## src/rtl/serchan_pkg.sv

```systemverilog
package serchan_pkg;
    localparam int FLAG_BIT = 7;
    localparam int IE_BIT   = 6;
    localparam int CTL0_BIT = 0;
    localparam int PE_BIT   = 12;
    localparam int FE_BIT   = 13;
    localparam int OVR_BIT  = 14;
    localparam int EF_BIT   = 15;

    typedef enum logic [1:0] {
        SEL_RX_CTL = 2'd0,
        SEL_RX_DAT = 2'd1,
        SEL_TX_CTL = 2'd2,
        SEL_TX_DAT = 2'd3
    } reg_sel_e;

    typedef enum logic [1:0] {
        BRK_NONE   = 2'd0,
        BRK_HALT   = 2'd1,
        BRK_REBOOT = 2'd2,
        BRK_NONE_B = 2'd3
    } brk_mode_e;
endpackage

```

## src/rtl/serchan_rx.sv

```systemverilog
module serchan_rx #(
    parameter int DATA_W = 8
) (
    input  logic              clk,
    input  logic              rst_n,
    input  logic              ctl_wr,
    input  logic              wr_ie,
    input  logic              wr_trig,
    input  logic              dat_rd,
    input  logic              cfg_seven_bit,
    input  logic              cfg_parity_en,
    input  logic              rx_done,
    input  logic [DATA_W-1:0] rx_char,
    input  logic              rx_par_err,
    input  logic              rx_stop_err,
    output logic              rx_full,
    output logic              rx_ie,
    output logic              reader_pulse,
    output logic [DATA_W-1:0] rx_data,
    output logic              err_par,
    output logic              err_frm,
    output logic              err_ovr
);
    typedef struct packed {
        logic              full;
        logic              ie;
        logic              pulse;
        logic [DATA_W-1:0] data;
        logic              pe;
        logic              fe;
        logic              ovr;
    } rx_state_t;

    rx_state_t         st_d, st_q;
    logic [DATA_W-1:0] keep_mask;
    logic              trig_now;

    always_comb begin
        keep_mask = '1;
        if (cfg_seven_bit) keep_mask[DATA_W-1] = 1'b0;
        trig_now = ctl_wr && wr_trig;

        st_d       = st_q;
        st_d.pulse = 1'b0;
        if (ctl_wr) st_d.ie = wr_ie;
        if (trig_now) begin
            st_d.pulse = 1'b1;
            st_d.full  = 1'b0;
        end
        if (dat_rd) st_d.full = 1'b0;
        if (rx_done) begin
            st_d.full = 1'b1;
            st_d.ovr  = st_q.full && !dat_rd && !trig_now;
            st_d.pe   = rx_par_err;
            st_d.fe   = rx_stop_err;
            st_d.data = rx_char & keep_mask;
        end
    end

    always_ff @(posedge clk) begin
        if (!rst_n) st_q <= '0;
        else        st_q <= st_d;
    end

    assign rx_full      = st_q.full;
    assign rx_ie        = st_q.ie;
    assign reader_pulse = st_q.pulse;
    assign rx_data      = st_q.data;
    assign err_par      = st_q.pe && cfg_parity_en;
    assign err_frm      = st_q.fe;
    assign err_ovr      = st_q.ovr;

    a_r1_full_needs_char: assert property (@(posedge clk) disable iff (!rst_n)
        $rose(rx_full) |-> $past(rx_done));
    a_r1_read_clears: assert property (@(posedge clk) disable iff (!rst_n)
        (dat_rd && !rx_done) |=> !rx_full);
    a_r3_pulse_from_write: assert property (@(posedge clk) disable iff (!rst_n)
        reader_pulse |-> $past(ctl_wr && wr_trig));
    a_r9_ovr_needs_full: assert property (@(posedge clk) disable iff (!rst_n)
        $rose(err_ovr) |-> $past(rx_full));
endmodule

```

## src/rtl/serchan_tx.sv

```systemverilog
module serchan_tx #(
    parameter int DATA_W = 8
) (
    input  logic              clk,
    input  logic              rst_n,
    input  logic              ctl_wr,
    input  logic              wr_ie,
    input  logic              wr_brk,
    input  logic              dat_wr,
    input  logic [DATA_W-1:0] wr_byte,
    input  logic              tx_ready,
    output logic              tx_empty,
    output logic              tx_ie,
    output logic              brk_level,
    output logic              tx_load,
    output logic [DATA_W-1:0] tx_char
);
    typedef struct packed {
        logic              occ;
        logic              ie;
        logic              brk;
        logic [DATA_W-1:0] hold;
    } tx_state_t;

    tx_state_t st_d, st_q;
    logic      load_now;

    always_comb begin
        load_now = st_q.occ && tx_ready;
        st_d     = st_q;
        if (ctl_wr) begin
            st_d.ie  = wr_ie;
            st_d.brk = wr_brk;
        end
        if (load_now) st_d.occ = 1'b0;
        if (dat_wr && !st_q.occ) begin
            st_d.occ  = 1'b1;
            st_d.hold = wr_byte;
        end
    end

    always_ff @(posedge clk) begin
        if (!rst_n) st_q <= '0;
        else        st_q <= st_d;
    end

    assign tx_empty  = !st_q.occ;
    assign tx_ie     = st_q.ie;
    assign brk_level = st_q.brk;
    assign tx_load   = load_now;
    assign tx_char   = st_q.hold;

    a_r4_load_empties: assert property (@(posedge clk) disable iff (!rst_n)
        tx_load |=> tx_empty);
    a_r4_write_fills: assert property (@(posedge clk) disable iff (!rst_n)
        (dat_wr && tx_empty) |=> !tx_empty);
    a_r4_hold_steady: assert property (@(posedge clk) disable iff (!rst_n)
        (!tx_empty && !$past(tx_empty)) |-> $stable(tx_char));
    a_r5_brk_follows: assert property (@(posedge clk) disable iff (!rst_n)
        $past(ctl_wr) |-> (brk_level == $past(wr_brk)));
endmodule

```

## src/rtl/serchan_brk.sv

```systemverilog
module serchan_brk
    import serchan_pkg::*;
#(
    parameter int DATA_W     = 8,
    parameter bit BRK_ENABLE = 1'b1
) (
    input  logic              clk,
    input  logic              rst_n,
    input  logic              rx_done,
    input  logic [DATA_W-1:0] rx_char,
    input  logic              rx_stop_err,
    input  logic [1:0]        cfg_brk_mode,
    output logic              halt_req,
    output logic              reboot_req
);
    generate
        if (BRK_ENABLE) begin : g_brk
            typedef struct packed {
                logic halt;
                logic reboot;
            } brk_state_t;

            brk_state_t st_d, st_q;
            logic       is_break;

            always_comb begin
                is_break  = rx_done && rx_stop_err && (rx_char == '0);
                st_d      = '0;
                if (is_break) begin
                    st_d.halt   = (cfg_brk_mode == BRK_HALT);
                    st_d.reboot = (cfg_brk_mode == BRK_REBOOT);
                end
            end

            always_ff @(posedge clk) begin
                if (!rst_n) st_q <= '0;
                else        st_q <= st_d;
            end

            assign halt_req   = st_q.halt;
            assign reboot_req = st_q.reboot;
        end else begin : g_nobrk
            logic unused_brk_in;
            assign unused_brk_in = ^{clk, rst_n, rx_done, rx_char, rx_stop_err, cfg_brk_mode};
            assign halt_req   = 1'b0;
            assign reboot_req = 1'b0;
        end
    endgenerate

    a_r10_exclusive: assert property (@(posedge clk) disable iff (!rst_n)
        !(halt_req && reboot_req));
    a_r10_needs_break: assert property (@(posedge clk) disable iff (!rst_n)
        (halt_req || reboot_req) |-> $past(rx_done && rx_stop_err));
endmodule

```

## src/rtl/serchan_regs.sv

```systemverilog
module serchan_regs
    import serchan_pkg::*;
#(
    parameter int DATA_W     = 8,
    parameter int REG_W      = 16,
    parameter bit BRK_ENABLE = 1'b1
) (
    input  logic              clk,
    input  logic              rst_n,
    input  logic [1:0]        reg_sel,
    input  logic              rd_stb,
    input  logic              wr_stb,
    input  logic [REG_W-1:0]  wr_data,
    output logic [REG_W-1:0]  rd_data,
    input  logic              cfg_seven_bit,
    input  logic              cfg_parity_en,
    input  logic [1:0]        cfg_brk_mode,
    input  logic              rx_done,
    input  logic [DATA_W-1:0] rx_char,
    input  logic              rx_par_err,
    input  logic              rx_stop_err,
    input  logic              tx_ready,
    output logic              tx_load,
    output logic [DATA_W-1:0] tx_char,
    output logic              rx_full,
    output logic              rx_ie,
    output logic              tx_empty,
    output logic              tx_ie,
    output logic              rx_irq,
    output logic              tx_irq,
    output logic              brk_level,
    output logic              reader_pulse,
    output logic              halt_req,
    output logic              reboot_req
);
    logic              rx_ctl_wr, rx_dat_rd, tx_ctl_wr, tx_dat_wr;
    logic [DATA_W-1:0] rx_data;
    logic              err_par, err_frm, err_ovr;
    logic              unused_wr_bits;

    assign rx_ctl_wr      = wr_stb && (reg_sel == SEL_RX_CTL);
    assign rx_dat_rd      = rd_stb && (reg_sel == SEL_RX_DAT);
    assign tx_ctl_wr      = wr_stb && (reg_sel == SEL_TX_CTL);
    assign tx_dat_wr      = wr_stb && (reg_sel == SEL_TX_DAT);
    assign unused_wr_bits = ^wr_data;

    serchan_rx #(.DATA_W(DATA_W)) u_rx (
        .clk(clk), .rst_n(rst_n),
        .ctl_wr(rx_ctl_wr), .wr_ie(wr_data[IE_BIT]), .wr_trig(wr_data[CTL0_BIT]),
        .dat_rd(rx_dat_rd),
        .cfg_seven_bit(cfg_seven_bit), .cfg_parity_en(cfg_parity_en),
        .rx_done(rx_done), .rx_char(rx_char),
        .rx_par_err(rx_par_err), .rx_stop_err(rx_stop_err),
        .rx_full(rx_full), .rx_ie(rx_ie), .reader_pulse(reader_pulse),
        .rx_data(rx_data), .err_par(err_par), .err_frm(err_frm), .err_ovr(err_ovr)
    );

    serchan_tx #(.DATA_W(DATA_W)) u_tx (
        .clk(clk), .rst_n(rst_n),
        .ctl_wr(tx_ctl_wr), .wr_ie(wr_data[IE_BIT]), .wr_brk(wr_data[CTL0_BIT]),
        .dat_wr(tx_dat_wr), .wr_byte(wr_data[DATA_W-1:0]),
        .tx_ready(tx_ready),
        .tx_empty(tx_empty), .tx_ie(tx_ie), .brk_level(brk_level),
        .tx_load(tx_load), .tx_char(tx_char)
    );

    serchan_brk #(.DATA_W(DATA_W), .BRK_ENABLE(BRK_ENABLE)) u_brk (
        .clk(clk), .rst_n(rst_n),
        .rx_done(rx_done), .rx_char(rx_char), .rx_stop_err(rx_stop_err),
        .cfg_brk_mode(cfg_brk_mode),
        .halt_req(halt_req), .reboot_req(reboot_req)
    );

    assign rx_irq = rx_full && rx_ie;
    assign tx_irq = tx_empty && tx_ie;

    always_comb begin
        rd_data = '0;
        case (reg_sel)
            SEL_RX_CTL: begin
                rd_data[FLAG_BIT] = rx_full;
                rd_data[IE_BIT]   = rx_ie;
            end
            SEL_RX_DAT: begin
                rd_data[DATA_W-1:0] = rx_data;
                rd_data[PE_BIT]     = err_par;
                rd_data[FE_BIT]     = err_frm;
                rd_data[OVR_BIT]    = err_ovr;
                rd_data[EF_BIT]     = err_par || err_frm || err_ovr;
            end
            SEL_TX_CTL: begin
                rd_data[FLAG_BIT] = tx_empty;
                rd_data[IE_BIT]   = tx_ie;
                rd_data[CTL0_BIT] = brk_level;
            end
            default: rd_data = '0;
        endcase
    end
endmodule

```

## config.mk

```make
export PLATFORM = sky130hd
export DESIGN_NAME = serchan_regs
export DESIGN_NICKNAME = d
export VERILOG_FILES = /design/src/rtl/serchan_pkg.sv /design/src/rtl/serchan_rx.sv /design/src/rtl/serchan_tx.sv /design/src/rtl/serchan_brk.sv /design/src/rtl/serchan_regs.sv
export SDC_FILE = /design/constraint.sdc
export NUM_CORES = 1
export LEC_CHECK = 0
export CORE_ASPECT_RATIO = 0.7
export CORE_MARGIN = 3
export CORE_UTILIZATION = 35
export CTS_CLUSTER_DIAMETER = 50
export DETAILED_ROUTE_END_ITERATION = 8
export DONT_BUFFER_PORTS = 1
export PLACE_DENSITY = 0.53
export SLEW_MARGIN = 15
export SYNTH_ARGS = -nofsm -noshare
export SYNTH_HDL_FRONTEND = slang
export SYNTH_HIERARCHICAL = 1
export SYNTH_SLANG_ARGS = --single-unit
```

## constraint.sdc

```tcl
create_clock -name clk -period 1.31 [get_ports clk]
set_input_delay 0.131 -clock clk [delete_from_list [all_inputs] [get_ports clk]]
set_output_delay 0.131 -clock clk [all_outputs]
set_load 0.005 [all_outputs]
```

==> results by group <==
Clocking
  • Clk_lat worst skew: 0.27 ns
  • Clock slew at reported path FFs: 0.10 ns
  • TritonCTS Buffers: 3
  • Clock Tree Root: clkbuf_8
  • Sink Count: 27
  • CTS tree: built
  • Clock buffer depth: 2
  • H-Tree Level Count: 1

Synth
  • Main synth FF type: dfxtp_1
  • Top cells by count, synth: dfxtp_1, buf_4, mux2i_1
  • EDFF count, synth: 0
  • Synth Register Bits: 27
  • Post-synthesis sequential area ratio: 0.368
  • Post-Syn Instances: 153
  • Top-count cell post-synth: dfxtp_1
  • FFs w/ async S/R, synth: 0
  • Mapped Area: 0.00147 sq mm
  • Synth Warn #: 6
  • Synth top area cells: dfxtp_1, mux2i_1, buf_4
  • Synth Area per Inst: 9.61 sq um
  • Post-synth top area share: 0.368
  • Synth cell types: 29
  • Yosys top cell by area: dfxtp_1

Job
  • Max-cap viol count: 0

Status
  • Failing checks: negative setup slack
  • Outcome: finished, violations left

Worst setup path
  • Most common cell type on the critical path: and2_4
  • CP max stage delay: 0.33 ns
  • CP Cell Sequence: and2_4, and2_4, or3_4
  • WP data arrival: 1.20 ns
  • Req. time, crit path: about 1.2 ns
  • Worst path top cell family by delay: simple AND/OR/NAND/NOR gates
  • Crit Path Category: register to output port
  • Buf/Inv on CP: 0
  • Slowest CP cell: dfxtp_2
  • Setup crit end kind: output port
  • CP Launch Type: register
  • Max Fanout on Critical Path: 2

Drt
  • Final WL: 3.16 mm
  • DR vias: ~970
  • Routed Antenna Nets: 0
  • Vias/cell: between 4 and 5
  • Drt initial violations: 77
  • DRC violations left: 0
  • Post-DR wirelength/cell: 15.6 um
  • Drt first pass iters: 4

STA
  • Relative slew slack: 0.407
  • Tcrit/Tclk final: 1.02
  • Setup Viol. Count Final: 1
  • TNS Setup: -0.0222 ns
  • Slew Limit Fails: 0
  • Hold Violations, Final: 0
  • Worst setup margin: -0.0222 ns
  • Fin Hold WS: between 0.01 and 0.015 ns
  • RSZ-0062 raised after global routing: yes
  • Minimum clock period: 1.33 ns
  • Measured slew at the worst slew-check pin: 0.890 ns
  • Max Fclk: roughly 750 MHz
  • Worst Skew: 0.00597 ns

Floorplan
  • Width of the chip: 83.5 um
  • Starting Density: 0.370
  • CORE AREA: 0.00397 sq mm
  • Top-level port count: 73
  • Die area: around 0.0050 sq mm
  • Die H: 60.2 um
  • Rows: 19

Final layout
  • Non-filler cells, final: 202
  • Final #Nets: 193
  • Final Util: 0.390
  • Layout fillers: around 390
  • Antenna diodes: 0
  • Area of the multi-input gates: between 600 and 700 sq um
  • Design Area, Final: 0.00155 sq mm
  • P&R area growth vs syn: 5.28%
  • Layout cell share with drive strength beyond 1: 0.160
  • Register area: 543 sq um

Power
  • Worst vdd ir: 0.418 mV
  • Pwr dens: 995 mW/mm^2
  • Final Power: 1.54 mW
  • Leakage: around 0.64 nW

Placement
  • IO Port Bufs: 0
  • GP Congestion: 0.672
  • Detailed placement HPWL: 2.19 mm
  • Inst Count DP: 184
  • Setup WS pre-CTS: around 0.11 ns
  • Placed cell area: 0.00135 sq mm

GRT
  • Initial antenna violation count: 0
  • Total Routing Usage GR: 0.125
  • Vias in the first global route: 930
  • Total grt overflow: 0
  • Pin count of the biggest net entering global routing: 30
  • First-pass GRT wire length: around 5 mm

Min path
  • Hold Crit Class: primary input to register
final timing paths:
| path | from | to | slack, ns | cells past startpoint |
|---|---|---|---|---|
| hold / removal | rst_n | u_rx/reader_pulse | 0.01 | 1 |
| setup / recovery | u_rx/st_q[2] | rd_data[15] | -0.02 | 3 |
| setup reg to reg | u_tx/st_q[10] | u_tx/tx_char[2] | 0.26 | 4 |
| hold reg to reg | u_tx/tx_char[3] | u_tx/tx_char[3] | 0.48 | 2 |
report_power, final:
| group | switching, mW | internal, mW | total (mW) |
|---|---|---|---|
| logic | 0.0783 | 0.104 | 0.183 |
| registers | 0.0235 | 0.856 | 0.879 |
| clock network | 0.264 | 0.213 | 0.477 |
| total | 0.366 | 1.17 | 1.54 |
cell type report:
cell class | count | share of cell area
tap | 52 | 0.0420
timing repair buffer | 17 | 0.113
clock buffer | 3 | 0.0267
multi-input combinational | 97 | 0.452
sequential | 27 | 0.351
clock inverter | 1 | 0.00323
inverter | 5 | 0.0121
routing by layer:
layer,vias up,wire length (um),global-route usage,share of wire
met3,2,264,0.0523,0.084
met4,0,17,0.0275,0.0054
met2,39,1420,0.208,0.45
met1,455,1460,0.155,0.46
met5,-,0,0,0
li1,470,-,-,-
cells by family (layout without fill, tap and decap cells):
kind of cell,after synthesis,in the layout,synth area share
buf+inv,32,26,0.169
simple gates,61,61,0.246
mux,20,20,0.136
fa+ha+maj,4,4,0.0340
flops,27,27,0.368
compound gates,8,8,0.0443
other cells,1,4,0.00255
placed cells by master (no fill, tap or decap), types with 4 or more instances in the layout:
cell type	netlist	routed
nand2_1	17	17
dlygate4sd3_1	0	12
ha_1	4	4
dfxtp_1	27	25
nor2b_1	14	14
and2_1	8	7
mux2i_1	20	20
conb_1	1	4
inv_1	5	4
and2_2	8	8
what timing repair did:
| action | CTS | global route |
|---|---|---|
| setup buffers | 1 | 0 |
| endpoints found under the hold margin | 27 | 0 |
| setup endpoints to repair | 2 | 25 |
| hold buffers | 13 | 0 |
| resized for setup | 5 | 1 |
| pin swaps | 2 | 2 |
Power figures use the tool's default switching activity.
